[config.mk]
export PLATFORM = sky130hd
export DESIGN_NAME = eewr_ctrl
export DESIGN_NICKNAME = d
export VERILOG_FILES = /design/src/rtl/eewr_pkg.sv /design/src/rtl/eewr_session.sv /design/src/rtl/eewr_pagebuf.sv /design/src/rtl/eewr_cycle.sv /design/src/rtl/eewr_status.sv /design/src/rtl/eewr_ctrl.sv
export SDC_FILE = /design/constraint.sdc
export NUM_CORES = 1
export LEC_CHECK = 0
export BUFFER_PORTS_ARGS = -buffer_cell sky130_fd_sc_hd__buf_2
export CAP_MARGIN = 20
export CORE_UTILIZATION = 45
export CTS_CLUSTER_SIZE = 12
export DETAILED_ROUTE_END_ITERATION = 8
export GPL_TIMING_DRIVEN = 0
export HOLD_SLACK_MARGIN = 0.12
export PLACE_DENSITY = 0.62
export SLEW_MARGIN = 10
export SYNTH_ARGS = -nofsm -noshare
export SYNTH_HDL_FRONTEND = slang
export SYNTH_SLANG_ARGS = --single-unit
[constraint.sdc]
create_clock -name clk -period 5 [get_ports clk]
set_input_delay 0.5 -clock clk [delete_from_list [all_inputs] [get_ports clk]]
set_output_delay 0.5 -clock clk [all_outputs]
set_load 0.05 [all_outputs]
[src/rtl/eewr_pkg.sv]
package eewr_pkg;

  typedef enum logic [2:0] {
    SES_IDLE = 3'd0,
    SES_WEN  = 3'd1,
    SES_WDAT = 3'd2,
    SES_SDAT = 3'd3,
    SES_DEAD = 3'd4
  } ses_e;

  // Block-protect decode on the two top address bits of a page.
  function automatic logic bp_covers(input logic [1:0] bp, input logic [1:0] top);
    logic hit;
    case (bp)
      2'b00:   hit = 1'b0;
      2'b01:   hit = (top == 2'b11);
      2'b10:   hit = top[1];
      default: hit = 1'b1;
    endcase
    return hit;
  endfunction

  // Status-write lock: enable bit set while the pin is held low.
  function automatic logic sr_locked(input logic wpen, input logic wp_n);
    return wpen & ~wp_n;
  endfunction

endpackage

[src/rtl/eewr_session.sv]
module eewr_session
  import eewr_pkg::*;
(
  input  logic clk,
  input  logic rst_n,
  input  logic cmd_wren,
  input  logic cmd_write,
  input  logic cmd_wrsr,
  input  logic byte_vld,
  input  logic cs_rise,
  input  logic busy,
  output ses_e ses,
  output logic sr_one,
  output logic open_page,
  output logic take_byte,
  output logic take_sr
);

  ses_e ses_q, ses_d;
  logic sr_one_q, sr_one_d;
  logic any_cmd, accept;

  assign any_cmd = cmd_wren | cmd_write | cmd_wrsr;
  assign accept  = any_cmd & (ses_q == SES_IDLE) & ~busy & ~cs_rise;

  always_comb begin
    ses_d     = ses_q;
    sr_one_d  = sr_one_q;
    open_page = 1'b0;
    take_byte = 1'b0;
    take_sr   = 1'b0;
    if (cs_rise) begin
      ses_d    = SES_IDLE;
      sr_one_d = 1'b0;
    end else if (any_cmd) begin
      if (accept) begin
        if (cmd_wren) begin
          ses_d = SES_WEN;
        end else if (cmd_write) begin
          ses_d     = SES_WDAT;
          open_page = 1'b1;
        end else begin
          ses_d    = SES_SDAT;
          sr_one_d = 1'b0;
        end
      end else begin
        ses_d = SES_DEAD;
      end
    end else if (byte_vld) begin
      case (ses_q)
        SES_WEN:  ses_d = SES_DEAD;
        SES_WDAT: take_byte = 1'b1;
        SES_SDAT: begin
          if (sr_one_q) begin
            ses_d = SES_DEAD;
          end else begin
            sr_one_d = 1'b1;
            take_sr  = 1'b1;
          end
        end
        default: ;
      endcase
    end
  end

  always_ff @(posedge clk or negedge rst_n) begin
    if (!rst_n) begin
      ses_q    <= SES_IDLE;
      sr_one_q <= 1'b0;
    end else begin
      ses_q    <= ses_d;
      sr_one_q <= sr_one_d;
    end
  end

  assign ses    = ses_q;
  assign sr_one = sr_one_q;

endmodule

[src/rtl/eewr_pagebuf.sv]
module eewr_pagebuf #(
  parameter int ADDR_W     = 12,
  parameter int PAGE_BYTES = 32,
  parameter int DATA_W     = 8
) (
  input  logic                          clk,
  input  logic                          rst_n,
  input  logic                          open_page,
  input  logic [ADDR_W-1:0]             start_addr,
  input  logic                          take_byte,
  input  logic [DATA_W-1:0]             din,
  input  logic [$clog2(PAGE_BYTES)-1:0] rd_off,
  output logic                          rd_valid,
  output logic [DATA_W-1:0]             rd_data,
  output logic [ADDR_W-$clog2(PAGE_BYTES)-1:0] page,
  output logic                          any_data
);

  localparam int OW  = $clog2(PAGE_BYTES);
  localparam int PGW = ADDR_W - OW;

  logic [OW-1:0]      ptr_q;
  logic [PGW-1:0]     page_q;
  logic [PAGE_BYTES-1:0] vld_q;
  logic [DATA_W-1:0]  mem_q [PAGE_BYTES];

  // Offset advance stays inside the page.
  function automatic logic [OW-1:0] wrap_next(input logic [OW-1:0] o);
    return (o == OW'(PAGE_BYTES - 1)) ? '0 : o + 1'b1;
  endfunction

  always_ff @(posedge clk or negedge rst_n) begin
    if (!rst_n) begin
      ptr_q  <= '0;
      page_q <= '0;
    end else if (open_page) begin
      ptr_q  <= start_addr[OW-1:0];
      page_q <= start_addr[ADDR_W-1:OW];
    end else if (take_byte) begin
      ptr_q  <= wrap_next(ptr_q);
    end
  end

  for (genvar g = 0; g < PAGE_BYTES; g++) begin : g_slot
    logic hit;
    assign hit = take_byte & (ptr_q == OW'(g));
    always_ff @(posedge clk or negedge rst_n) begin
      if (!rst_n) begin
        vld_q[g] <= 1'b0;
        mem_q[g] <= '0;
      end else if (open_page) begin
        vld_q[g] <= 1'b0;
      end else if (hit) begin
        vld_q[g] <= 1'b1;
        mem_q[g] <= din;
      end
    end
  end

  assign rd_valid = vld_q[rd_off];
  assign rd_data  = mem_q[rd_off];
  assign page     = page_q;
  assign any_data = |vld_q;

endmodule

[src/rtl/eewr_cycle.sv]
module eewr_cycle #(
  parameter int WRITE_CYCLES = 64,
  parameter int PAGE_BYTES   = 32
) (
  input  logic                          clk,
  input  logic                          rst_n,
  input  logic                          go_page,
  input  logic                          go_sr,
  output logic                          busy,
  output logic                          done,
  output logic                          slot_live,
  output logic [$clog2(PAGE_BYTES)-1:0] slot
);

  localparam int CW = $clog2(WRITE_CYCLES + 1);
  localparam int OW = $clog2(PAGE_BYTES);

  logic [CW-1:0] cnt_q;
  logic          busy_q, page_q;

  assign done = busy_q & (cnt_q == CW'(WRITE_CYCLES - 1));

  always_ff @(posedge clk or negedge rst_n) begin
    if (!rst_n) begin
      cnt_q  <= '0;
      busy_q <= 1'b0;
      page_q <= 1'b0;
    end else if (go_page | go_sr) begin
      cnt_q  <= '0;
      busy_q <= 1'b1;
      page_q <= go_page;
    end else if (done) begin
      busy_q <= 1'b0;
      page_q <= 1'b0;
      cnt_q  <= '0;
    end else if (busy_q) begin
      cnt_q  <= cnt_q + 1'b1;
    end
  end

  assign busy      = busy_q;
  assign slot      = cnt_q[OW-1:0];
  assign slot_live = busy_q & page_q & (cnt_q < CW'(PAGE_BYTES));

endmodule

[src/rtl/eewr_status.sv]
module eewr_status (
  input  logic       clk,
  input  logic       rst_n,
  input  logic       set_wel,
  input  logic       clr_wel,
  input  logic       load_sr,
  input  logic [7:0] sr_byte,
  input  logic       wip,
  output logic       wel,
  output logic       wpen,
  output logic [1:0] bp,
  output logic [7:0] status
);

  logic       wel_q, wpen_q;
  logic [1:0] bp_q;

  always_ff @(posedge clk or negedge rst_n) begin
    if (!rst_n) begin
      wel_q  <= 1'b0;
      wpen_q <= 1'b0;
      bp_q   <= 2'b00;
    end else begin
      if (clr_wel)      wel_q <= 1'b0;
      else if (set_wel) wel_q <= 1'b1;
      if (load_sr) begin
        wpen_q <= sr_byte[7];
        bp_q   <= sr_byte[3:2];
      end
    end
  end

  assign wel    = wel_q;
  assign wpen   = wpen_q;
  assign bp     = bp_q;
  assign status = {wpen_q, 3'b000, bp_q, wel_q, wip};

endmodule

[src/rtl/eewr_ctrl.sv]
module eewr_ctrl
  import eewr_pkg::*;
#(
  parameter int ADDR_W       = 12,
  parameter int PAGE_BYTES   = 32,
  parameter int WRITE_CYCLES = 64
) (
  input  logic              clk,
  input  logic              rst_n,
  input  logic              cmd_wren,
  input  logic              cmd_write,
  input  logic              cmd_wrsr,
  input  logic [ADDR_W-1:0] addr_in,
  input  logic              byte_vld,
  input  logic [7:0]        byte_in,
  input  logic              cs_rise,
  input  logic              on_boundary,
  input  logic              wp_n,
  output logic [7:0]        status,
  output logic              busy,
  output logic              mem_we,
  output logic [ADDR_W-1:0] mem_addr,
  output logic [7:0]        mem_wdata
);

  localparam int OW  = $clog2(PAGE_BYTES);
  localparam int PGW = ADDR_W - OW;

  ses_e           ses;
  logic           sr_one, open_page, take_byte, take_sr;
  logic           rd_valid, any_data, slot_live, cyc_done;
  logic [7:0]     rd_data, sr_hold_q;
  logic [PGW-1:0] page;
  logic [OW-1:0]  slot;
  logic           wel, wpen;
  logic [1:0]     bp;

  // Named commit events, also watched by the checker.
  logic ev_close, ev_set_wel, ev_go_page, ev_go_sr, ev_drop;
  logic page_guarded;

  eewr_session u_ses (
    .clk(clk), .rst_n(rst_n),
    .cmd_wren(cmd_wren), .cmd_write(cmd_write), .cmd_wrsr(cmd_wrsr),
    .byte_vld(byte_vld), .cs_rise(cs_rise), .busy(busy),
    .ses(ses), .sr_one(sr_one), .open_page(open_page),
    .take_byte(take_byte), .take_sr(take_sr)
  );

  eewr_pagebuf #(.ADDR_W(ADDR_W), .PAGE_BYTES(PAGE_BYTES), .DATA_W(8)) u_buf (
    .clk(clk), .rst_n(rst_n),
    .open_page(open_page), .start_addr(addr_in),
    .take_byte(take_byte), .din(byte_in),
    .rd_off(slot), .rd_valid(rd_valid), .rd_data(rd_data),
    .page(page), .any_data(any_data)
  );

  always_ff @(posedge clk or negedge rst_n) begin
    if (!rst_n)       sr_hold_q <= '0;
    else if (take_sr) sr_hold_q <= byte_in;
  end

  assign ev_close     = cs_rise & on_boundary & ~busy;
  assign page_guarded = bp_covers(bp, page[PGW-1 -: 2]);
  assign ev_set_wel   = ev_close & (ses == SES_WEN);
  assign ev_go_page   = ev_close & (ses == SES_WDAT) & any_data & wel & ~page_guarded;
  assign ev_go_sr     = ev_close & (ses == SES_SDAT) & sr_one & wel & ~sr_locked(wpen, wp_n);
  assign ev_drop      = ev_close & wel &
                        (((ses == SES_WDAT) & any_data & page_guarded) |
                         ((ses == SES_SDAT) & sr_one & sr_locked(wpen, wp_n)));

  eewr_cycle #(.WRITE_CYCLES(WRITE_CYCLES), .PAGE_BYTES(PAGE_BYTES)) u_cyc (
    .clk(clk), .rst_n(rst_n),
    .go_page(ev_go_page), .go_sr(ev_go_sr),
    .busy(busy), .done(cyc_done), .slot_live(slot_live), .slot(slot)
  );

  eewr_status u_sts (
    .clk(clk), .rst_n(rst_n),
    .set_wel(ev_set_wel), .clr_wel(cyc_done | ev_drop),
    .load_sr(ev_go_sr), .sr_byte(sr_hold_q), .wip(busy),
    .wel(wel), .wpen(wpen), .bp(bp), .status(status)
  );

  assign mem_we    = slot_live & rd_valid;
  assign mem_addr  = {page, slot};
  assign mem_wdata = rd_data;

endmodule

==> results of run 1 <==
[layer usage]
metal	share of wire [%]	vias to the layer above	global-route usage [%]	wire length, um
li1	-	4244	-	-
met1	45	4975	33.2	17800
met2	47	249	36.7	18200
met3	5.9	53	4.54	2300
met4	2.1	0	6.30	839
met5	0	-	0	0
[logic make-up after synthesis]
group / after synthesis
other cells: 1
mux: 381
simple gates: 199
fa+ha+maj: 7
xor+xnor: 2
flops: 320
buf+inv: 94
compound gates: 102
[metrics by stage]
step	hold slack, ns	util [%]	TNS, ns
floorplan	0.204	-	0
global placement	0.458	48.1	-885.46
detailed placement	0.461	48.4	0
CTS	0.164	51.8	0
global route	0.177	51.9	0
finish	0.173	51.9	0
[final cells by class]
| cell class | count | area (um^2) | area share (%) |
|---|---|---|---|
| plain buffers | 85 | 432 | 2.49 |
| clock buffers | 51 | 1060 | 6.11 |
| clock inverters | 10 | 82.6 | 0.475 |
| inverters | 9 | 33.8 | 0.194 |
| multi-input cells | 694 | 6790 | 39.1 |
| flip-flops and latches | 320 | 8010 | 46.1 |
| well taps | 448 | 561 | 3.23 |
| repair buffers | 60 | 399 | 2.30 |
[worst paths after layout]
check / from / endpoint / slack, ns / cells after the start
max: u_cyc.cnt_q[1]$_DFFE_PN0P_ / mem_wdata[4] / 0.69 / 7
min: addr_in[9] / u_buf.page[4]$_DFFE_PN0P_ / 0.17 / 3
min reg2reg: u_buf.page[1]$_DFFE_PN0P_ / u_buf.page[1]$_DFFE_PN0P_ / 0.47 / 2
max reg2reg: u_ses.ses[1]$_DFFE_PN0P_ / u_buf.mem_q[86]$_DFFE_PN0P_ / 2.38 / 4
min in group asynchronous: rst_n / u_buf.mem_q[110]$_DFFE_PN0P_ / 0.50 / 2
max in group asynchronous: rst_n / u_buf.vld_q[20]$_DFFE_PN0P_ / 3.35 / 4
[power by group]
| group | internal, W | switching (W) | total [W] |
|---|---|---|---|
| logic | 0.0000311 | 0.000127 | 0.000158 |
| clock network | 0.00153 | 0.00105 | 0.00258 |
| registers | 0.00259 | 0.00000370 | 0.00260 |
[flip-flops by register name, summed over array words and instances, names as in the netlist]
register,count
u_buf.ptr_q,5
u_cyc.page_q,1
u_buf.vld_q,32
u_sts.wel,1
u_sts.wpen,1
u_cyc.cnt_q,7
u_sts.bp,2
u_ses.ses,3
u_buf.page,7
u_ses.sr_one,1
u_buf.mem_q,256
sr_hold_q,3
u_cyc.busy,1
[placed cells by master, fill, tap and decap left out, types with 9 or more instances in the layout]
cell / n
sky130_fd_sc_hd__a21o_1: 30
sky130_fd_sc_hd__mux2_2: 229
sky130_fd_sc_hd__nand4_1: 10
sky130_fd_sc_hd__a21oi_1: 9
sky130_fd_sc_hd__dfrtp_1: 320
sky130_fd_sc_hd__buf_2: 71
sky130_fd_sc_hd__buf_4: 12
sky130_fd_sc_hd__mux4_2: 42
sky130_fd_sc_hd__nor2_2: 21
sky130_fd_sc_hd__nand2_1: 73
sky130_fd_sc_hd__mux2_4: 40
sky130_fd_sc_hd__mux2i_1: 70
sky130_fd_sc_hd__clkbuf_16: 39
sky130_fd_sc_hd__nand3_1: 17
sky130_fd_sc_hd__a22oi_1: 23
sky130_fd_sc_hd__nor2_1: 11
sky130_fd_sc_hd__o21ai_0: 9
sky130_fd_sc_hd__inv_1: 9
sky130_fd_sc_hd__clkbuf_1: 50
[worst reg2reg max path, stage by stage (launching register included)]
cell and delay [ns]:
sky130_fd_sc_hd__dfrtp_1 0.44, sky130_fd_sc_hd__nor3b_4 0.55, sky130_fd_sc_hd__nand4_2 0.43, sky130_fd_sc_hd__nor2_2 0.66, sky130_fd_sc_hd__mux2_2 0.42
[what timing repair did]
| action | 4_1_cts | 5_1_grt |
|---|---|---|
| hold buffers | 1 | 0 |
| endpoints found under the setup margin | 0 | 0 |
| hold endpoints to repair | 58 | 0 |
==> impl_metrics.yaml, run 1 <==
cts:
  postCtsResizedCells: 0
  cts_sinks: 320
  clockBufferDepth: 3
  post-cts-setup-buffer-count: 0
  tritoncts: "done"
  h_tree_level_count: 2
  insertion_delay_ns: 0.52
  numCtsBuffers: 37
  clkSlewWorstSetupHoldPaths_ns: 0.06
  clock-root-buffer: "sky130_fd_sc_hd__clkbuf_16"
synthesis:
  asyncSetResetFlopFracSynth_pct: 100
  warnings_from_yosys: 0
  synth.area.top_cells: "sky130_fd_sc_hd__dfrtp_1 52%, sky130_fd_sc_hd__mux2_2 17%, sky130_fd_sc_hd__mux4_2 6.2%"
  yosys_register_bits: 320
  synth_common_cells: "320 x sky130_fd_sc_hd__dfrtp_1, 229 x sky130_fd_sc_hd__mux2_2, 73 x sky130_fd_sc_hd__nand2_1, 70 x sky130_fd_sc_hd__mux2i_1"
  synth.area.mux_share_pct: 31.6
  synth.largest_area_cell: "sky130_fd_sc_hd__dfrtp_1"
  syn_area_mm2: 0.0153
  basic_gate_share_of_the_synthesized_area_counting_and_or_nand_and_nor_cells_pct: 7.31
  synth_enable_flop_cells: 0
  largest_family_of_logic_cells_by_synthesized_area: "multiplexers"
  synth-compound-area-share_pct: 4.82
  synth_cells: 1106
  synth.most_common_cell: "sky130_fd_sc_hd__dfrtp_1"
  synth.avg_cell_area_um2: 13.8
  synth_sequential_area_ratio_pct: 52.5
  synthDistinctLibCells: 65
  yosys.area_share.adder_pct: 0.574
  synth_xor_area_share_pct: 0.115
  synthFlopType: "sky130_fd_sc_hd__dfrtp_1"
  yosys.area.top_type_share_pct: 52.5
cells_and_area:
  final_net_count: 1243
  fill_cells: 2850
  finish.instance_area_mm2: 0.0174
  diodes: 0
  layout-area-overhead-vs-synth_pct: 13.8
  share_of_post_route_cells_with_drive_strength_above_1_pct: 40.3
  layoutNonFillerInstCount: 1677
routing:
  detail_route.iter0.violations: 581
  drt_pre_antenna_iters: 5
  route.vias.total: 9521
  post_drt_wl_per_cell_um: 23.3
  drt_drc_violations_left: 0
  final_routed_wirelength_across_all_metal_layers_um: 39100
  routed_via_density: 5.68
  ant_nets: 0
setup_path:
  critical_path.max_fanout: 10
  worstSetupStartpointType: "register"
  timing.critical_path.to_type: "primary output"
  timing.critical_path.cells: "clkbuf_1, buf_1, mux4_2, mux2i_1, o22a_1, o211ai_1, buf_2"
  crit_family: "buffers and inverters"
  critical_path_arrival_ns: 3.81
  worst-endpoint-required_ns: 4.50
  worst-setup-path-type: "reg -> out"
  cp_num_buf_inv: 3
  critical-path-max-stage-delay_ns: 0.75
  worst_path_max_delay_cell: "sky130_fd_sc_hd__buf_1"
run:
  total_of_max_cap_violations: 0
global_routing:
  grt_pass1_wl_um: 60000
  grt_max_degree: 111
  initial_antenna_violation_count: 2
  grt_pass1_vias: 9588
  grt_usage_pct: 23.4
  overflow: 0
place:
  finalWeightedCongestion: 0.880
  placed_cells: 1613
  place_ws_ns: 1.31
  port-buffer-count: 54
  dp.final_hpwl_um: 27500
  dpl-instance-area_mm2: 0.0162
power_and_ir_drop:
  overall_power_w: 0.00533
  vdd_ir_max_uv: 237
  power_density_relative_to_cell_area_mw_per_mm2: 307
  power.leakage_nw: 8.50
timing:
  final.setup_skew_ns: 0.0170
  report.final.hold_viol_count: 0
  post-route-min-period_ns: 4.31
  slew_headroom_pct: 35.3
  grt_setup_unrepaired: "false"
  fin_ws_ns: 0.686
  setup_viol: 0
  finalMaxSlewViolations: 0
  worst_slew_pin_slew_ns: 0.966
  fmax_ghz: 0.232
  fin_crit_sh_pct: 86.3
floorplanning:
  floorplan.io_pins: 59
  core_mm2: 0.0334
  num_rows: 67
  die_extent_in_y_um: 186
  die-area_mm2: 0.0346
  die_width_um: 186
  floorplan.initialDensity_pct: 45.6
worst_hold_path:
  min-delay-path-class: "in -> reg"
status:
  status: "completed"
Power figures use the tool's default switching activity.
==> run 2, diff against run 1 <==
- ABC_AREA: not set -> 1
- CORE_MARGIN: not set -> 8
==> impl_metrics.yaml, run 2 <==
place:
  finalWeightedCongestion: 0.998
  dpl-instance-area_mm2: 0.0167
  placed_cells: 2383
  dp.final_hpwl_um: 39000
  port-buffer-count: 55
cts:
  postCtsResizedCells: 0
  h_tree_level_count: 2
  tritoncts: "done"
  post-cts-setup-buffer-count: 0
  clkSlewWorstSetupHoldPaths_ns: 0.06
  cts_sinks: 320
  insertion_delay_ns: 0.53
  numCtsBuffers: 37
  clockBufferDepth: 3
  clock-root-buffer: "sky130_fd_sc_hd__clkbuf_16"
floorplanning:
  core_mm2: 0.0345
  die_extent_in_y_um: 203
  floorplan.io_pins: 59
  num_rows: 68
  floorplan.initialDensity_pct: 45.6
  die-area_mm2: 0.0412
  die_width_um: 203
routing:
  drt_drc_violations_left: 0
  post_drt_wl_per_cell_um: 22.2
  drt_pre_antenna_iters: 5
  route.vias.total: 13900
  detail_route.iter0.violations: 1494
  final_routed_wirelength_across_all_metal_layers_um: 54400
  routed_via_density: 5.69
  ant_nets: 0
synthesis:
  synthDistinctLibCells: 39
  synth.most_common_cell: "sky130_fd_sc_hd__nand2_1"
  syn_area_mm2: 0.0157
  synth.avg_cell_area_um2: 8.43
  asyncSetResetFlopFracSynth_pct: 100
  warnings_from_yosys: 0
  synthFlopType: "sky130_fd_sc_hd__dfrtp_1"
  synth_sequential_area_ratio_pct: 50.9
  yosys.area.top_type_share_pct: 50.9
  synth_cells: 1868
  synth.area.top_cells: "sky130_fd_sc_hd__dfrtp_1 51%, sky130_fd_sc_hd__nand2_1 11%, sky130_fd_sc_hd__o21ai_0 5.6%"
  yosys_register_bits: 320
  synth_common_cells: "480 x sky130_fd_sc_hd__nand2_1, 320 x sky130_fd_sc_hd__dfrtp_1, 209 x sky130_fd_sc_hd__nor2_1, 176 x sky130_fd_sc_hd__o21ai_0, 148 x sky130_fd_sc_hd__o21ai_1"
  synth_enable_flop_cells: 0
  synth.largest_area_cell: "sky130_fd_sc_hd__dfrtp_1"
timing:
  post-route-min-period_ns: 4.00
  fin_tns_setup_ns: 0
  report.final.hold_viol_count: 0
  fin_crit_sh_pct: 79.9
  finalMaxSlewViolations: 0
  fmax_ghz: 0.250
  worst_slew_pin_slew_ns: 1.08
  setup_viol: 0
  slew_headroom_pct: 28.0
  grt_setup_unrepaired: "false"
  final.setup_skew_ns: 0.0117
power_and_ir_drop:
  power_density_relative_to_cell_area_mw_per_mm2: 314
  switching_power_w: 0.00126
  cell_internal_pwr_w: 0.00438
  power.sequential.fraction_pct: 46.1
  vdd_ir_max_uv: 251
  overall_power_w: 0.00564
  power_frac_comb_pct: 3.4
  power.leakage_nw: 8.66
  power.share.switching_pct: 22.3
  share_clk_of_total_power_pct: 50.6
cells_and_area:
  finish.instance_area_mm2: 0.0180
  mostFrequentLayoutCells: "480 x sky130_fd_sc_hd__nand2_1, 320 x sky130_fd_sc_hd__dfrtp_1, 209 x sky130_fd_sc_hd__nor2_1, 176 x sky130_fd_sc_hd__o21ai_0, 148 x sky130_fd_sc_hd__o21ai_1"
  final_net_count: 2004
  registers.top_by_ff_count: "u_buf.mem_q"
  commonest_non_fill_non_tap_cell_in_the_layout: "sky130_fd_sc_hd__nand2_1"
  share_of_post_route_cells_with_drive_strength_above_1_pct: 13.9
  layoutNonFillerInstCount: 2447
  largest_register_ffs: 256
  diodes: 0
  layout-area-overhead-vs-synth_pct: 14.2
  largestRegisters: "u_buf.mem_q: 256 flops, u_buf.vld_q: 32 flops"
  finalCoreUtilization_pct: 52.0
setup_path:
  worst-setup-path-type: "reg -> out"
  timing.critical_path.to_type: "primary output"
  worst-endpoint-required_ns: 4.50
  worst-r2r-setup-slack_ns: 2.56
  reg2reg_depth: 6
  critical_path_arrival_ns: 3.50
  critical_path.max_fanout: 10
  worstSetupStartpointType: "register"
global_routing:
  grt_usage_pct: 26.4
  grt_max_degree: 110
  grt_pass1_wl_um: 82600
  grt_pass1_vias: 13300
  overflow: 0
  initial_antenna_violation_count: 0
worst_hold_path:
  timing.hold.worst_path_depth: 2
  min-delay-path-class: "in -> reg"
run:
  total_of_max_cap_violations: 0
status:
  status: "completed"
-- run 2: critical path, cell delays in order, from the launching register on --
cell	delay, ns
sky130_fd_sc_hd__dfrtp_1	0.53
sky130_fd_sc_hd__buf_2	0.28
sky130_fd_sc_hd__clkbuf_1	0.80
sky130_fd_sc_hd__nor2_1	0.12
sky130_fd_sc_hd__nor2_1	0.12
sky130_fd_sc_hd__o21ai_0	0.13
sky130_fd_sc_hd__o211ai_1	0.23
sky130_fd_sc_hd__nand3_1	0.18
sky130_fd_sc_hd__nand2_1	0.11
sky130_fd_sc_hd__nand2_1	0.12
sky130_fd_sc_hd__inv_1	0.07
sky130_fd_sc_hd__buf_2	0.25
-- run 2: cell families (layout without fill, tap and decap cells) --
| family | Yosys count | after routing | share of synthesized area [%] |
|---|---|---|---|
| simple gates | 849 | 849 | 23.9 |
| compound gates | 463 | 463 | 16.9 |
| flops | 320 | 320 | 50.9 |
| buf+inv | 218 | 340 | 7.07 |
| fa+ha+maj | 7 | 7 | 0.556 |
| mux | 7 | 7 | 0.501 |
| xor+xnor | 3 | 3 | 0.167 |
| other cells | 1 | 3 | 0.0238 |
-- run 2: area by class of cell --
| type | count | area [um^2] |
|---|---|---|
| Timing Repair Buffer | 59 | 378 |
| Multi-Input combinational cell | 1332 | 6630 |
| Fill cell | 3318 | 16600 |
| Clock buffer | 54 | 1120 |
| Clock inverter | 9 | 153 |
| Sequential cell | 320 | 8010 |
| Buffer | 135 | 797 |
| Inverter | 83 | 317 |
| Tap cell | 455 | 569 |
-- run 2: metal layers --
layer | wire (um) | up-vias | global-route usage, %
li1 | - | 6367 | -
met1 | 23700 | 6855 | 36.7
met2 | 24100 | 580 | 40.3
met3 | 4630 | 122 | 5.40
met4 | 1990 | 0 | 9.61
met5 | 0 | - | 0
-- run 2: final timing paths --
check,startpoint,to
min in group asynchronous,rst_n,u_buf.mem_q[186]$_DFFE_PN0P_
hold / removal,addr_in[11],u_buf.page[6]$_DFFE_PN0P_
hold reg to reg,u_buf.mem_q[242]$_DFFE_PN0P_,u_buf.mem_q[242]$_DFFE_PN0P_
setup reg to reg,u_buf.ptr_q[4]$_DFFE_PN0P_,u_buf.mem_q[133]$_DFFE_PN0P_
setup / recovery,u_cyc.cnt_q[0]$_DFFE_PN0P_,mem_wdata[2]
max in group asynchronous,rst_n,u_buf.mem_q[208]$_DFFE_PN0P_
-- run 2: repair_timing --
action	CTS	global route
hold buffers	1	0
endpoints found under the hold margin	214	0
endpoints found under the setup margin	0	0
-- run 2: per-stage QoR --
step / hold WS, ns / worst slack (ns)
3_3_place_gp: 0.458 / -2.84
3_5_place_dp: 0.290 / 1.69
5_1_grt: 0.202 / 0.930
4_1_cts: 0.190 / 1.12
2_1_floorplan: 0.204 / 2.46
6_report: 0.205 / 1.00
-- run 2: power by group through the flow --
stage | registers, W | logic, W | clock network, W
6_report | 0.00260 | 0.000191 | 0.00285
5_1_grt | 0.00260 | 0.000209 | 0.00297
4_1_cts | 0.00260 | 0.000194 | 0.00288
3_5_place_dp | 0.00265 | 0.000194 | 0
3_3_place_gp | 0.00265 | 0.000183 | 0
2_1_floorplan | 0.00265 | 0.0000656 | 0
